[config.mk]
export PLATFORM = sky130hd
export DESIGN_NAME = rxd_ring_engine
export DESIGN_NICKNAME = d
export VERILOG_FILES = /design/src/rtl/rxd_pkg.sv /design/src/rtl/rxd_packer.sv /design/src/rtl/rxd_stat_enc.sv /design/src/rtl/rxd_miss_ctr.sv /design/src/rtl/rxd_ring_engine.sv
export SDC_FILE = /design/constraint.sdc
export NUM_CORES = 1
export LEC_CHECK = 0
export ABC_CLOCK_PERIOD_IN_PS = 8580
export BUFFER_PORTS_ARGS = -buffer_cell sky130_fd_sc_hd__buf_2
export CAP_MARGIN = 20
export CORE_AREA = 2 2 195 197
export CTS_BUF_LIST = sky130_fd_sc_hd__clkbuf_2
export DETAILED_ROUTE_END_ITERATION = 7
export DIE_AREA = 0 0 197 199
export PLACE_DENSITY = 0.55
export SETUP_SLACK_MARGIN = 0.05
export SYNTH_ARGS = -nofsm -noshare
export SYNTH_HDL_FRONTEND = slang
export SYNTH_SLANG_ARGS = --single-unit
[constraint.sdc]
create_clock -name clk -period 8.58 [get_ports clk]
set_input_delay 1.287 -clock clk [delete_from_list [all_inputs] [get_ports clk]]
set_output_delay 1.287 -clock clk [all_outputs]
set_load 0.02 [all_outputs]
[src/rtl/rxd_pkg.sv]
package rxd_pkg;
  localparam int OWN_B  = 31;
  localparam int EOR_B  = 30;
  localparam int OVER_B = 22;
  localparam int ERR_B  = 21;
  localparam int RUNT_B = 20;
  localparam int CRC_B  = 19;
  localparam int LEN_W  = 13;
  localparam int LEN_SAT = (1 << LEN_W) - 1;
  localparam int RUNT_LIMIT = 64;
  localparam int BUF_WORD_OFS = 2;

  typedef enum logic [2:0] {
    ST_PA, ST_PB, ST_PC, ST_PD, ST_RECV, ST_DROP, ST_WB
  } rxd_state_t;
endpackage

[src/rtl/rxd_packer.sv]
module rxd_packer #(
  parameter int CW = 16
) (
  input  logic          clk,
  input  logic          rst,
  input  logic          vld,
  input  logic          first,
  input  logic          last,
  input  logic          keep,
  input  logic [7:0]    din,
  output logic [CW-1:0] kidx,
  output logic [CW-1:0] cnt_next,
  output logic          emit,
  output logic [31:0]   emit_word,
  output logic [3:0]    emit_be,
  output logic [CW-3:0] emit_off
);
  logic [CW-1:0] cnt_q;
  logic [31:0]   acc_q;
  logic [3:0]    be_q;
  logic [1:0]    lane;

  always_comb begin
    kidx      = first ? '0 : cnt_q;
    lane      = kidx[1:0];
    cnt_next  = (kidx == {CW{1'b1}}) ? kidx : kidx + 1'b1;
    emit_word = first ? 32'd0 : acc_q;
    emit_word[8*lane +: 8] = din;
    emit_be   = (first ? 4'd0 : be_q) | (keep ? (4'b0001 << lane) : 4'd0);
    emit      = vld && ((lane == 2'd3) || last);
    emit_off  = kidx[CW-1:2];
  end

  always_ff @(posedge clk) begin
    if (rst) begin
      cnt_q <= '0;
      acc_q <= '0;
      be_q  <= '0;
    end else if (vld) begin
      cnt_q <= cnt_next;
      if (emit) begin
        acc_q <= '0;
        be_q  <= '0;
      end else begin
        acc_q <= emit_word;
        be_q  <= emit_be;
      end
    end
  end
endmodule

[src/rtl/rxd_stat_enc.sv]
module rxd_stat_enc
  import rxd_pkg::*;
#(
  parameter int CW = 16,
  parameter int MW = 16
) (
  input  logic [CW-1:0]    tot,
  input  logic [LEN_W-1:0] bsz,
  input  logic [MW-1:0]    max_len,
  input  logic             crc_bad,
  input  logic             eor,
  output logic [31:0]      word
);
  logic over, runt;

  always_comb begin
    over = (32'(tot) > 32'(bsz)) || (32'(tot) > 32'(max_len));
    runt = 32'(tot) < 32'(RUNT_LIMIT);
    word = 32'd0;
    word[EOR_B]  = eor;
    word[LEN_W-1:0] = (32'(tot) > 32'(LEN_SAT)) ? LEN_W'(LEN_SAT) : tot[LEN_W-1:0];
    word[CRC_B]  = crc_bad;
    word[RUNT_B] = runt;
    word[OVER_B] = over;
    word[ERR_B]  = crc_bad | runt | over;
  end
endmodule

[src/rtl/rxd_miss_ctr.sv]
module rxd_miss_ctr #(
  parameter int W = 32
) (
  input  logic         clk,
  input  logic         rst,
  input  logic         clr,
  input  logic         inc,
  output logic [W-1:0] count
);
  always_ff @(posedge clk) begin
    if (rst || clr)
      count <= '0;
    else if (inc)
      count <= count + 1'b1;
  end
endmodule

[src/rtl/rxd_ring_engine.sv]
module rxd_ring_engine
  import rxd_pkg::*;
#(
  parameter int AW     = 16,
  parameter int IW     = 6,
  parameter int CW     = 16,
  parameter int MW     = 16,
  parameter int MISS_W = 32
) (
  input  logic              clk,
  input  logic              rst,
  input  logic              rx_en,
  input  logic [AW-1:0]     ring_base,
  input  logic [MW-1:0]     max_len,
  input  logic              miss_clr,
  output logic [MISS_W-1:0] miss_count,
  input  logic              in_valid,
  input  logic              in_sof,
  input  logic              in_eof,
  input  logic [7:0]        in_data,
  input  logic              in_crc_bad,
  output logic              mem_req,
  output logic              mem_we,
  output logic [AW-1:0]     mem_addr,
  output logic [3:0]        mem_be,
  output logic [31:0]       mem_wdata,
  input  logic [31:0]       mem_rdata
);
  rxd_state_t state;

  logic [IW-1:0]    idx_q;
  logic             own_q, eor_q, desc_vld_q;
  logic [LEN_W-1:0] bsz_q;
  logic [AW-1:0]    bufw_q;
  logic [CW-1:0]    tot_q;
  logic             crc_q;
  logic             stat_wr_q;

  logic [AW-1:0] desc_addr;
  logic          poll_st, sof_hit, owned, accept, miss_inc;
  logic          pk_vld, pk_keep, pk_emit;
  logic [CW-1:0] pk_kidx, pk_cnt_next;
  logic [31:0]   pk_word, enc_word;
  logic [3:0]    pk_be;
  logic [CW-3:0] pk_off;

  always_comb begin
    desc_addr = ring_base + AW'({idx_q, 2'b00});
    poll_st   = (state == ST_PA) || (state == ST_PB) || (state == ST_PC) || (state == ST_PD);
    sof_hit   = poll_st && in_valid && in_sof && rx_en;
    owned     = desc_vld_q && own_q;
    accept    = sof_hit && owned;
    miss_inc  = sof_hit && !owned;
    pk_vld    = accept || ((state == ST_RECV) && in_valid);
    pk_keep   = 32'(pk_kidx) < 32'(bsz_q);
  end

  rxd_packer #(.CW(CW)) u_pack (
    .clk(clk), .rst(rst), .vld(pk_vld), .first(accept), .last(in_eof),
    .keep(pk_keep), .din(in_data), .kidx(pk_kidx), .cnt_next(pk_cnt_next),
    .emit(pk_emit), .emit_word(pk_word), .emit_be(pk_be), .emit_off(pk_off)
  );

  rxd_stat_enc #(.CW(CW), .MW(MW)) u_enc (
    .tot(tot_q), .bsz(bsz_q), .max_len(max_len), .crc_bad(crc_q),
    .eor(eor_q), .word(enc_word)
  );

  rxd_miss_ctr #(.W(MISS_W)) u_miss (
    .clk(clk), .rst(rst), .clr(miss_clr), .inc(miss_inc), .count(miss_count)
  );

  always_ff @(posedge clk) begin
    if (rst) begin
      state      <= ST_PA;
      idx_q      <= '0;
      own_q      <= 1'b0;
      eor_q      <= 1'b0;
      bsz_q      <= '0;
      bufw_q     <= '0;
      desc_vld_q <= 1'b0;
      tot_q      <= '0;
      crc_q      <= 1'b0;
      stat_wr_q  <= 1'b0;
      mem_req    <= 1'b0;
      mem_we     <= 1'b0;
      mem_addr   <= '0;
      mem_be     <= '0;
      mem_wdata  <= '0;
    end else begin
      mem_req   <= 1'b0;
      mem_we    <= 1'b0;
      stat_wr_q <= 1'b0;
      if (pk_vld && pk_emit && (|pk_be)) begin
        mem_req   <= 1'b1;
        mem_we    <= 1'b1;
        mem_addr  <= bufw_q + AW'(pk_off);
        mem_be    <= pk_be;
        mem_wdata <= pk_word;
      end
      if (accept) begin
        if (in_eof) begin
          tot_q <= pk_cnt_next;
          crc_q <= in_crc_bad;
          state <= ST_WB;
        end else begin
          state <= ST_RECV;
        end
      end else if (miss_inc) begin
        desc_vld_q <= 1'b0;
        state      <= in_eof ? ST_PA : ST_DROP;
      end else begin
        case (state)
          ST_PA: begin
            mem_req  <= 1'b1;
            mem_addr <= desc_addr;
            state    <= ST_PB;
          end
          ST_PB: begin
            mem_req  <= 1'b1;
            mem_addr <= desc_addr + AW'(BUF_WORD_OFS);
            state    <= ST_PC;
          end
          ST_PC: begin
            own_q <= mem_rdata[OWN_B];
            eor_q <= mem_rdata[EOR_B];
            bsz_q <= mem_rdata[LEN_W-1:0];
            state <= ST_PD;
          end
          ST_PD: begin
            bufw_q     <= mem_rdata[AW+1:2];
            desc_vld_q <= 1'b1;
            state      <= ST_PA;
          end
          ST_RECV: begin
            if (in_valid && in_eof) begin
              tot_q <= pk_cnt_next;
              crc_q <= in_crc_bad;
              state <= ST_WB;
            end
          end
          ST_DROP: begin
            if (in_valid && in_eof) state <= ST_PA;
          end
          ST_WB: begin
            mem_req    <= 1'b1;
            mem_we     <= 1'b1;
            mem_addr   <= desc_addr;
            mem_be     <= 4'hF;
            mem_wdata  <= enc_word;
            stat_wr_q  <= 1'b1;
            idx_q      <= eor_q ? '0 : idx_q + 1'b1;
            desc_vld_q <= 1'b0;
            state      <= ST_PA;
          end
          default: state <= ST_PA;
        endcase
      end
    end
  end
endmodule

==> metrics.md, run 1 <==
| Metric | Value |
|---|---|
| Routed vias | between 10k and 15k |
| Hold Fails Final Rpt | 0 |
| Clock network power share | between 20% and 30% |
| Clock sinks | about 200 |
| Largest net degree at the start of global routing | 84 |
| Max Freq | just under 200 MHz |
| TritonCTS clock tree | built |
| Synth Instances | 1375 |
| Fill count | 4016 |
| PostCTS Resize Cnt | 0 |
| Adder-Cell Fraction of Synth Area | between 8 and 9% |
| Die width | between 150 and 200 um |
| Synth warn | 0 |
| Die area | just under 0.04 mm^2 |
| Grt ovf | 0 |
| Setup Total Neg Slack | 0 ns |
| Total track usage | ~17% |
| Worst vdd ir | 110 uV |
| Tcrit/Tclk final | 60.0% |
| Register bit total from synthesis | around 200 |
| CTS Buf Count | 17 |
| Number of post-CTS setup repair buffers | 0 |
| Area Growth Syn to Fin | 13.1% |
| Clock skew | 0.0502 ns |
| Comb power frac | about a fifth |
| RSZ-0062 raised after global routing | no |
| Async set-reset flop share out of synthesis | 0% |
| Syn_nets | between 1.5k and 2k |
| Int Power | 1.22 mW |
| Status | finished, final reports clean |
| Initial Util | 29.7% |
| Multi-input logic area | roughly 0.0066 mm^2 |
| EDFF count, synth | 0 |
| Commonest cells after routing, fill and taps aside | dfxtp_1 (196), nor2_1 (184), nand2_1 (171) |
| Ports | approximately 170 |
| CTS clk-pin slew, worst paths | ~0.32 ns |
| Netlist cell types | 69 |
| H-tree depth | 4 |
| Post-place setup slack | between 2 and 3 ns |
| Post-CTS Hold Fix Bufs | 0 |
| Final setup violation count | 0 |
| HP Class | reg -> reg |
| DP HPWL | about 25 mm |
| # nets final | 1645 |
| Area occupied by registers | ~0.0039 mm^2 |
| Slew margin rel. | 33.3% |
| GPL Wtd Cong | around 0.86 |
| Startpoint types | flip-flop |
| Fin worst setup slack | between 3 and 4 ns |
| DRT antenna net count | 0 |
| Register area share after synthesis | between 30% and 40% |
| DRC violations left | 0 |
| Final slew viol count | 0 |
| Worst-margin pin slew | between 0.9 and 1 ns |
| Global-route wire length before repair | roughly 53 mm |
| Largest family of logic cells by synthesized area | compound AO/OA/AOI/OAI gates |
| NetSw | around 0.62 mW |
| Share of cells above drive strength 1 | between 10% and 20% |
| WL/cell | 17.0 um |
| Setup CP Type | reg -> reg |
| Clk_lat worst skew | approximately 0.84 ns |
| CP max FO | 83 |
| Max-Cap Viols | 0 |
| Post-synthesis mux area share | under 10% |
| CTS max path bufs | 2 |
| Vias in the first global route | 9619 |
| Sequential Power Share | about 53% |
| Req. time, crit path | between 9 and 10 ns |
| Pwr Density | 148 mW/mm^2 |
| Post-layout util | around a third |
| Core area | ~0.037 mm^2 |
| Total routed wirelength | approximately 34 mm |
| Crit. End Element | flip-flop |
| Netlist Area Pre-Place | 0.0110 mm^2 |
| Post-synthesis simple-gate area fraction | ~22% |
| Switching power share of the total | about a third |
| Syn Area/Cell | roughly 8.0 um^2 |
| Die height | 199 um |
| Initial antenna violation count | 3 |
| Most used DFF post-synth | dfxtp_1 |
| Commonest non-fill, non-tap cell in the layout | dfxtp_1 |
| Port Buffers | around 150 |
| Via density | 5.16 |
| Min cycle time layout | a little over 5 ns |
| # rows | 71 |
| DR iter-0 viols | around 600 |
| Compound-Gate Fraction of Synth Area | 22.2% |
| Post-synthesis xor/xnor area fraction | between 5 and 6% |
| Root Driver | clkbuf_2 |
| TritonRoute pass-1 iters | 6 |
| Pleak | about 4.9 nW |
| CP arrival | 5.90 ns |
[area by class of cell]
class / instances / share of cell area [%]
antenna: 3 / 0.0602
clock buffer: 17 / 0.682
clock inverter: 15 / 1.51
inverter: 49 / 1.47
multi-input combinational: 1066 / 53.3
sequential: 196 / 31.5
tap: 474 / 4.75
timing repair buffer: 163 / 6.76
[power groups by stage]
| stage | combinational, mW | sequential [mW] | clock, mW |
|---|---|---|---|
| after floorplan | 0.211 | 1.01 | 0 |
| after global placement | 0.340 | 0.995 | 0 |
| after detailed placement | 0.343 | 0.995 | 0 |
| after CTS | 0.346 | 0.980 | 0.536 |
| after global routing | 0.383 | 0.985 | 0.568 |
| final | 0.344 | 0.980 | 0.517 |
[cells in the mapped netlist (7+ instances only)]
library cell | instances | share of area (%)
a211oi_1 | 45 | 3.1
a21o_1 | 13 | 0.88
a21oi_1 | 103 | 4.7
a221oi_1 | 9 | 0.71
a22o_1 | 20 | 1.6
a22oi_1 | 47 | 3.2
a31oi_1 | 10 | 0.57
and2_1 | 17 | 0.96
and3_1 | 9 | 0.51
buf_4 | 8 | 0.54
clkbuf_1 | 50 | 1.7
dfxtp_1 | 196 | 36
ha_1 | 70 | 7.9
inv_1 | 49 | 1.7
mux2i_1 | 17 | 1.5
nand2_1 | 171 | 5.8
nand2b_1 | 10 | 0.57
nand3_1 | 35 | 1.6
nand4_1 | 17 | 0.96
nor2_1 | 184 | 6.3
nor2b_1 | 17 | 0.96
nor3_1 | 16 | 0.73
nor4_1 | 8 | 0.45
o211ai_1 | 10 | 0.68
o21a_1 | 7 | 0.48
o21ai_0 | 59 | 2.7
or2_2 | 8 | 0.45
or3_1 | 14 | 0.79
xnor2_1 | 33 | 2.6
xor2_1 | 38 | 3.0
[final timing paths]
check | startpoint | end | slack [ns] | depth (start not counted)
setup / recovery | state[2] | mem_wdata[19] | 3.43 | 15
setup reg to reg | state[2] | mem_wdata[19] | 3.43 | 15
hold / removal | u_pack.cnt_q[12] | u_pack.cnt_q[12] | 0.47 | 2
hold reg to reg | u_pack.cnt_q[12] | u_pack.cnt_q[12] | 0.47 | 2
[logic make-up after synthesis]
family / count (synthesis)
AOI/OAI and AO/OA: 371
xor gates and xnor gates: 71
adders and majority gates: 74
buffers and inverters: 113
DFF: 196
muxes: 20
and+or+nand+nor: 530
[worst max-delay path, stage by stage (launching register included)]
cell and delay, ns:
dfxtp_1 0.62, and4b_1 0.24, buf_4 0.19, nand2_1 0.57
nand2_1 0.28, inv_1 0.27, ha_1 0.28, nor2_1 0.11
a311oi_1 0.08, maj3_2 0.33, a2111o_1 0.49, o21ai_4 0.20
buf_4 0.76, mux2_2 0.42, mux2i_1 0.15, nor2_1 0.05
[state kept, by name, indices dropped and copies added, names as in the netlist, 3 cells and up]
register,count
mem_addr,16
u_pack.be_q,4
u_pack.cnt_q,16
idx_q,6
mem_be,4
bufw_q,16
tot_q,16
bsz_q,13
u_miss.count,32
mem_wdata,32
u_pack.acc_q,32
state,3
[layer usage]
layer  vias up  part of all wire, %  GRT usage [%]
li1       5142                    -              -
met1      4822                   47           22.9
met2       240                   46           28.3
met3        30                  5.5           3.17
met4         2                  1.3           4.12
met5         -                0.033              0
[per-stage QoR]
step	cell area, um^2	total power [mW]	hold WS [ns]	cells
after floorplan	11000	1.22	0.432	1375
after global placement	12200	1.34	0.442	1948
after detailed placement	12200	1.34	0.447	1948
after CTS	12500	1.86	0.475	1980
after global routing	12500	1.94	0.498	1981
final	12500	1.84	0.474	1983
Note: power is estimated with default switching activity, not from simulation.
==> run 2, diff against run 1 <==
ABC_CLOCK_PERIOD_IN_PS = 4500   (was 8580)
PLACE_DENSITY = 0.57   (was 0.55)
clock period = 4.5 ns   (was 8.58 ns; I/O delays follow)
==> run 2 against run 1 <==
Global-route usage rose by 0.068 points. Hold slack got worse by 0.42 ns. Flip-flop and latch count did not move. Critical path depth fell by 1. Routed wire length rose by 1.1%. Clock power rose by 83%. Power rose by 89%. Combinational power rose by 95%. Critical path type unchanged. Critical endpoint unchanged. Highest routed layer unchanged.
==> metrics.md, run 2 (synthesis gave the netlist of run 1 again) <==
| Metric | Value |
|---|---|
| Status | finished, final reports clean |
| Fill count | slightly below 4k |
| Final setup violation count | 0 |
| DRC violations left | 0 |
| Via density | 5.16 |
| CP bufs+invs | 2 |
| CTS Buf Count | 17 |
| Total routed wirelength | ~34 mm |
| Tcrit/Tclk final | 84.5% |
| Max Freq | between 200 and 300 MHz |
| Port Buffers | 153 |
| Clk_lat worst skew | between 0.8 and 0.9 ns |
| Hold Fails Final Rpt | 0 |
| Worst vdd ir | 120 uV |
| Post-Place Cell Area | between 0.01 and 0.015 mm^2 |
| TritonCTS clock tree | built |
| Slew margin rel. | roughly a third |
| Initial antenna violation count | 2 |
| # rows | between 70 and 80 |
| Max-Cap Viols | 0 |
| Largest net degree at the start of global routing | between 70 and 80 |
| DRT antenna net count | 0 |
| Setup CP Type | reg -> reg |
| H-tree depth | 4 |
| DP HPWL | ~26 mm |
| Number of post-CTS setup repair buffers | 0 |
| CP cell instances | and4b_1 > nand2_1 > nand2_1 > inv_1 > ha_1 > nor3b_1 > a311oi_1 > maj3_2 > a2111o_1 > o21ai_4 > buf_12 > mux2_2 > mux2i_1 > nor2_1 |
| Max incr delay on CP | ~0.49 ns |
| CP max FO | 56 |
| Design Area, Final | approximately 0.013 mm^2 |
| RSZ-0062 raised after global routing | no |
| Commonest non-fill, non-tap cell in the layout | dfxtp_1 |
| Ports | 166 |
| Commonest cells after routing, fill and taps aside | dfxtp_1 (196), nor2_1 (184), nand2_1 (171) |
| Global-route wire length before repair | about 53 mm |
| Setup Total Neg Slack | 0 ns |
| Largest regs | mem_wdata: 32 flops, u_miss.count: 32 flops, u_pack.acc_q: 32 flops |
| Core area | about 0.037 mm^2 |
| # nets final | 1671 |
| Die width | 197 um |
| Area occupied by registers | a little under 0.004 mm^2 |
| CTS clk-pin slew, worst paths | between 0.3 and 0.4 ns |
| Total track usage | roughly 17% |
| Routed vias | between 10k and 15k |
| Critical path's top delay family | simple AND/OR/NAND/NOR gates |
| Final slew viol count | 0 |
| Area Growth Syn to Fin | 15.1% |
| Vias in the first global route | 9702 |
| Root Driver | clkbuf_2 |
| Req. time, crit path | ~5.2 ns |
| HP Class | in -> reg |
| Clock sinks | about 200 |
| Pleak | 5.05 nW |
| Multi-input logic area | around 0.0066 mm^2 |
| CTS max path bufs | 2 |
| CP most frequent cell | nand2_1 |
| Die area | between 0.03 and 0.04 mm^2 |
| Grt ovf | 0 |
| Min cycle time layout | around 3.8 ns |
| Clock skew | between 0.04 and 0.05 ns |
| PostCTS Resize Cnt | 0 |
| TritonRoute pass-1 iters | 5 |
| Initial Util | between 20 and 30% |
| Share of cells above drive strength 1 | between 10 and 15% |
| Slowest CP cell | a2111o_1 |
| Die height | between 150 and 200 um |
| Crit. End Element | flip-flop |
| CP arrival | between 4 and 5 ns |
| WL/cell | 17.0 um |
| Worst-margin pin slew | slightly above 1 ns |
| Startpoint types | flip-flop |
| DR iter-0 viols | 668 |
| GPL Wtd Cong | 0.905 |
| Pwr Density | roughly 270 mW/mm^2 |
## run 2: path summary, 6_finish.rpt
kind / start / end / slack (ns) / cells after the start
worst max-delay path: state[2] / mem_wdata[19] / 0.70 / 14
worst min-delay path: mem_rdata[12] / bsz_q[12] / 0.06 / 3
worst max register to register: state[2] / mem_wdata[19] / 0.70 / 14
worst min register to register: bsz_q[7] / bsz_q[7] / 0.48 / 2
## run 2: report_power, final
part | internal (mW) | switching (mW)
clock network | 0.272 | 0.674
registers | 1.81 | 0.0570
logic | 0.243 | 0.427
total | 2.32 | 1.16
## run 2: cell type report
class                   instances  area share, %
clock inverters                15           1.35
inverters                      49           1.45
repair buffers                189           8.56
clock buffers                  17          0.670
well taps                     474           4.67
flip-flops and latches        196           30.9
multi-input cells            1066           52.4
diodes                          1         0.0197
## run 2: timing repair
item | in CTS | in global routing
hold buffers | 10 | 4
setup endpoints to repair | 0 | 0
endpoints found under the hold margin | 11 | 4
## run 2: per-layer routing
layer  wire, um  global-route usage (%)  share of wire [%]  vias up
met3       1480                    2.71                4.3       36
met2      15700                    28.7                 46      234
met1      16200                    23.0                 47     4907
met5         13                       0              0.038        -
li1           -                       -                  -     5181
met4        702                    4.59                2.1        2
## run 2: worst min-delay path, delay by kind of cell
kind                   cells  cell delay, ns
buffers and inverters      1            0.12
AND/OR/NAND/NOR            1            0.05
AO/OA/AOI/OAI              1            0.05
## run 2: per-stage QoR
stage / total power, mW / setup WS, ns / util (%) / cells / hold slack [ns]
finish: 3.48 / 0.699 / 34.2 / 2007 / 0.0581
global route: 3.67 / 0.371 / 34.2 / 2007 / 0.00189
CTS: 3.52 / 0.671 / 34.1 / 2002 / 0.00138
detailed placement: 2.55 / 0.406 / 33.1 / 1960 / 0.447
global placement: 2.55 / 0.457 / 33.1 / 1960 / 0.442
floorplan: 2.32 / 0.460 / - / 1375 / 0.432
==> run 3, diff against run 2 <==
ABC_AREA = 1   (was unset)
ABC_CLOCK_PERIOD_IN_PS = 3910   (was 4500)
CORE_AREA = 2 2 199 201   (was 2 2 195 197)
DIE_AREA = 0 0 201 203   (was 0 0 197 199)
PLACE_DENSITY = 0.55   (was 0.57)
clock period = 3.91 ns   (was 4.5 ns; I/O delays follow)
==> run 3 against run 2 <==
Routed wire length is 6.0% higher. Cell count increased by 16%. Clock power grew 5.0%. Critical endpoint is now mem_wdata[7]. Largest cell class unchanged. Worst setup slack worse by 0.21 ns.
==> metrics.md, run 3 <==
| Metric | Value |
|---|---|
| Status | finished, final reports clean |
| Area share of the largest cell type after synthesis | 34.3% |
| Netlist cell types | 57 |
| CTS Buf Count | 17 |
| Die height | between 200 and 250 um |
| Min cycle time layout | 3.42 ns |
| Fill count | between 4k and 5k |
| Commonest non-fill, non-tap cell in the layout | nand2_1 |
| Root Driver | clkbuf_2 |
| Routed vias | between 10k and 15k |
| Initial Util | between 20 and 30% |
| Die area | 0.0408 mm^2 |
| Ports | ~170 |
| Register bit total from synthesis | 196 |
| Worst vdd ir | about 170 uV |
| Total track usage | between 15 and 20% |
| DR iter-0 viols | a little over 800 |
| CP cell instances | nor2_8 > nand3_4 > buf_4 > nand2_1 > inv_1 > ha_1 > nand2_1 > nor2_1 > a211oi_1 > nand2_1 > nand2_1 > nand3_1 > nand2_1 > nor2_1 > nand2_2 > nand2_4 > inv_2 > nand2_1 > a21oi_1 |
| Max Freq | ~290 MHz |
| CP max FO | 20 |
| Final slew viol count | 0 |
| M3 GR Usage | 3.64% |
| Largest regs | mem_wdata: 32 flops, u_miss.count: 32 flops, u_pack.acc_q: 32 flops |
| Met1 Use GR | between 20% and 30% |
| Count leader, synth | nand2_1 |
| Synth warn | 0 |
| TritonCTS clock tree | built |
| H-tree depth | 4 |
| Crit. End Element | flip-flop |
| HP Class | in -> reg |
| CP bufs+invs | 3 |
| Initial antenna violation count | 1 |
| Slew margin rel. | a little over half |
| Non-Filler Instances | around 2.3k |
| TritonRoute pass-1 iters | 5 |
| Most used DFF post-synth | dfxtp_1 |
| Syn_nets | 1791 |
| Area Growth Syn to Fin | 15.9% |
| DP HPWL | roughly 27 mm |
| Pwr Density | between 300 and 400 mW/mm^2 |
| Vias in the first global route | between 10k and 15k |
| Core area | around 0.038 mm^2 |
| Pleak | slightly below 6 nW |
| Netlist Area Pre-Place | approximately 0.011 mm^2 |
| WL/cell | 15.5 um |
| CTS max path bufs | 2 |
| Total routed wirelength | approximately 36 mm |
| Commonest cells after routing, fill and taps aside | nand2_1 (305), dfxtp_1 (196), inv_1 (187) |
| DRC violations left | 0 |
| Synth top area cells | dfxtp_1 (34%), nand2_1 (10%), ha_1 (7.7%) |
| Clock skew | around 0.054 ns |
| Grt peak-use layer | met2 |
| Setup CP Type | reg -> reg |
| EDFF count, synth | 0 |
| Grt ovf | 0 |
| Share of cells above drive strength 1 | 14.0% |
| RSZ-0062 raised after global routing | no |
| Synth Instances | 1639 |
| Worst-margin pin slew | between 0.6 and 0.7 ns |
| Critical path's top delay family | simple AND/OR/NAND/NOR gates |
| Die width | about 200 um |
| Slowest CP cell | dfxtp_1 |
| CP most frequent cell | nand2_1 |
| Most area-hungry cell type in the Yosys netlist | dfxtp_1 |
| Tcrit/Tclk final | between 80% and 90% |
| DRT antenna net count | 0 |
| Clock sinks | between 150 and 200 |
| Port Buffers | about 150 |
| Met2 usage | between 20% and 30% |
| Clk_lat worst skew | about 0.86 ns |
| GPL Wtd Cong | 0.831 |
| Global-route wire length before repair | about 58 mm |
| Register area share after synthesis | ~34% |
| Async set-reset flop share out of synthesis | 0% |
| CP arrival | 4.19 ns |
| Max incr delay on CP | 0.50 ns |
| Startpoint types | flip-flop |
| CTS clk-pin slew, worst paths | about 0.31 ns |
| Setup Total Neg Slack | 0 ns |
| Final setup violation count | 0 |
| # nets final | a little under 2k |
| Max-Cap Viols | 0 |
| Via density | between 4 and 5 |
| Hold Fails Final Rpt | 0 |
| Largest net degree at the start of global routing | 70 |
| # rows | 72 |
| Post-layout util | about a third |
| Syn Area/Cell | 6.98 um^2 |
| Req. time, crit path | about 4.7 ns |
| # placed instances | approximately 2.3k |
| Top post-synthesis cells by count | nand2_1 (305), dfxtp_1 (196), inv_1 (188) |
==> run 3: cell count changes after synthesis, sizes merged, moves of 20 or more <==
cell and delta:
a21oi +71, a22oi -44, inv +145, o21ai +63
a22o -20, nand2 +141, a211oi -44, xnor2 -27
nand3 +86
==> run 3: metal layers <==
metal	routed length [um]	part of all wire [%]
met2	15900	44
met1	17600	49
met3	1970	5.5
met5	0	0
met4	635	1.8
==> run 3: cell families after synthesis <==
family / synth area share, %
AOI/OAI and AO/OA: 18.3
DFF: 34.3
adders and majority gates: 8.01
buffers and inverters: 9.53
xor gates and xnor gates: 3.29
and+or+nand+nor: 26.5
==> run 3: layout make-up <==
type                            instances  area, um^2  share of cell area, %
Antenna cell                            1        2.50                 0.0189
Clock inverter                         11         105                  0.793
Tap cell                              518         648                   4.89
Inverter                              197         739                   5.58
Sequential cell                       196        3920                   29.6
Multi-Input combinational cell       1175        6420                   48.5
Clock buffer                           21         105                  0.793
Timing Repair Buffer                  211        1300                   9.80
==> run 3: worst paths after layout <==
path / from / to / slack (ns) / depth (start not counted)
worst max-delay path: state[2] / mem_wdata[7] / 0.49 / 19
worst min-delay path: in_data[0] / u_pack.acc_q[0] / 0.15 / 5
worst max register to register: state[2] / mem_wdata[7] / 0.49 / 19
worst min register to register: mem_be[2] / mem_be[2] / 0.48 / 2
==> run 3: power breakdown <==
| group | internal (mW) | leakage [nW] | switching (mW) |
|---|---|---|---|
| registers | 2.10 | 1.59 | 0.0632 |
| logic | 0.363 | 4.25 | 0.703 |
| clock network | 0.244 | 0.129 | 0.748 |
==> run 3: per-stage QoR <==
stage | hold WS [ns] | power (mW) | setup slack [ns] | instance area (um^2)
2_1_floorplan | 0.445 | 2.93 | 0.467 | 11400
3_3_place_gp | 0.447 | 3.23 | 0.253 | 12700
3_5_place_dp | 0.458 | 3.24 | 0.194 | 12700
4_1_cts | 0.0212 | 4.29 | 0.479 | 13200
5_1_grt | 0.0481 | 4.50 | 0.106 | 13200
6_report | 0.146 | 4.22 | 0.488 | 13200
==> run 3: what timing repair did <==
| action | 4_1_cts | 5_1_grt |
|---|---|---|
| endpoints found under the hold margin | 38 | 0 |
| resized for setup | 0 | 0 |
| setup buffers | 0 | 0 |
| hold buffers | 29 | 0 |
| endpoints found under the setup margin | 0 | 0 |
==> run 3: worst min-delay path: stages <==
cell,delay (ns)
buf_2,0.10
inv_1,0.07
o32ai_1,0.13
nand2_1,0.07
a21oi_1,0.05
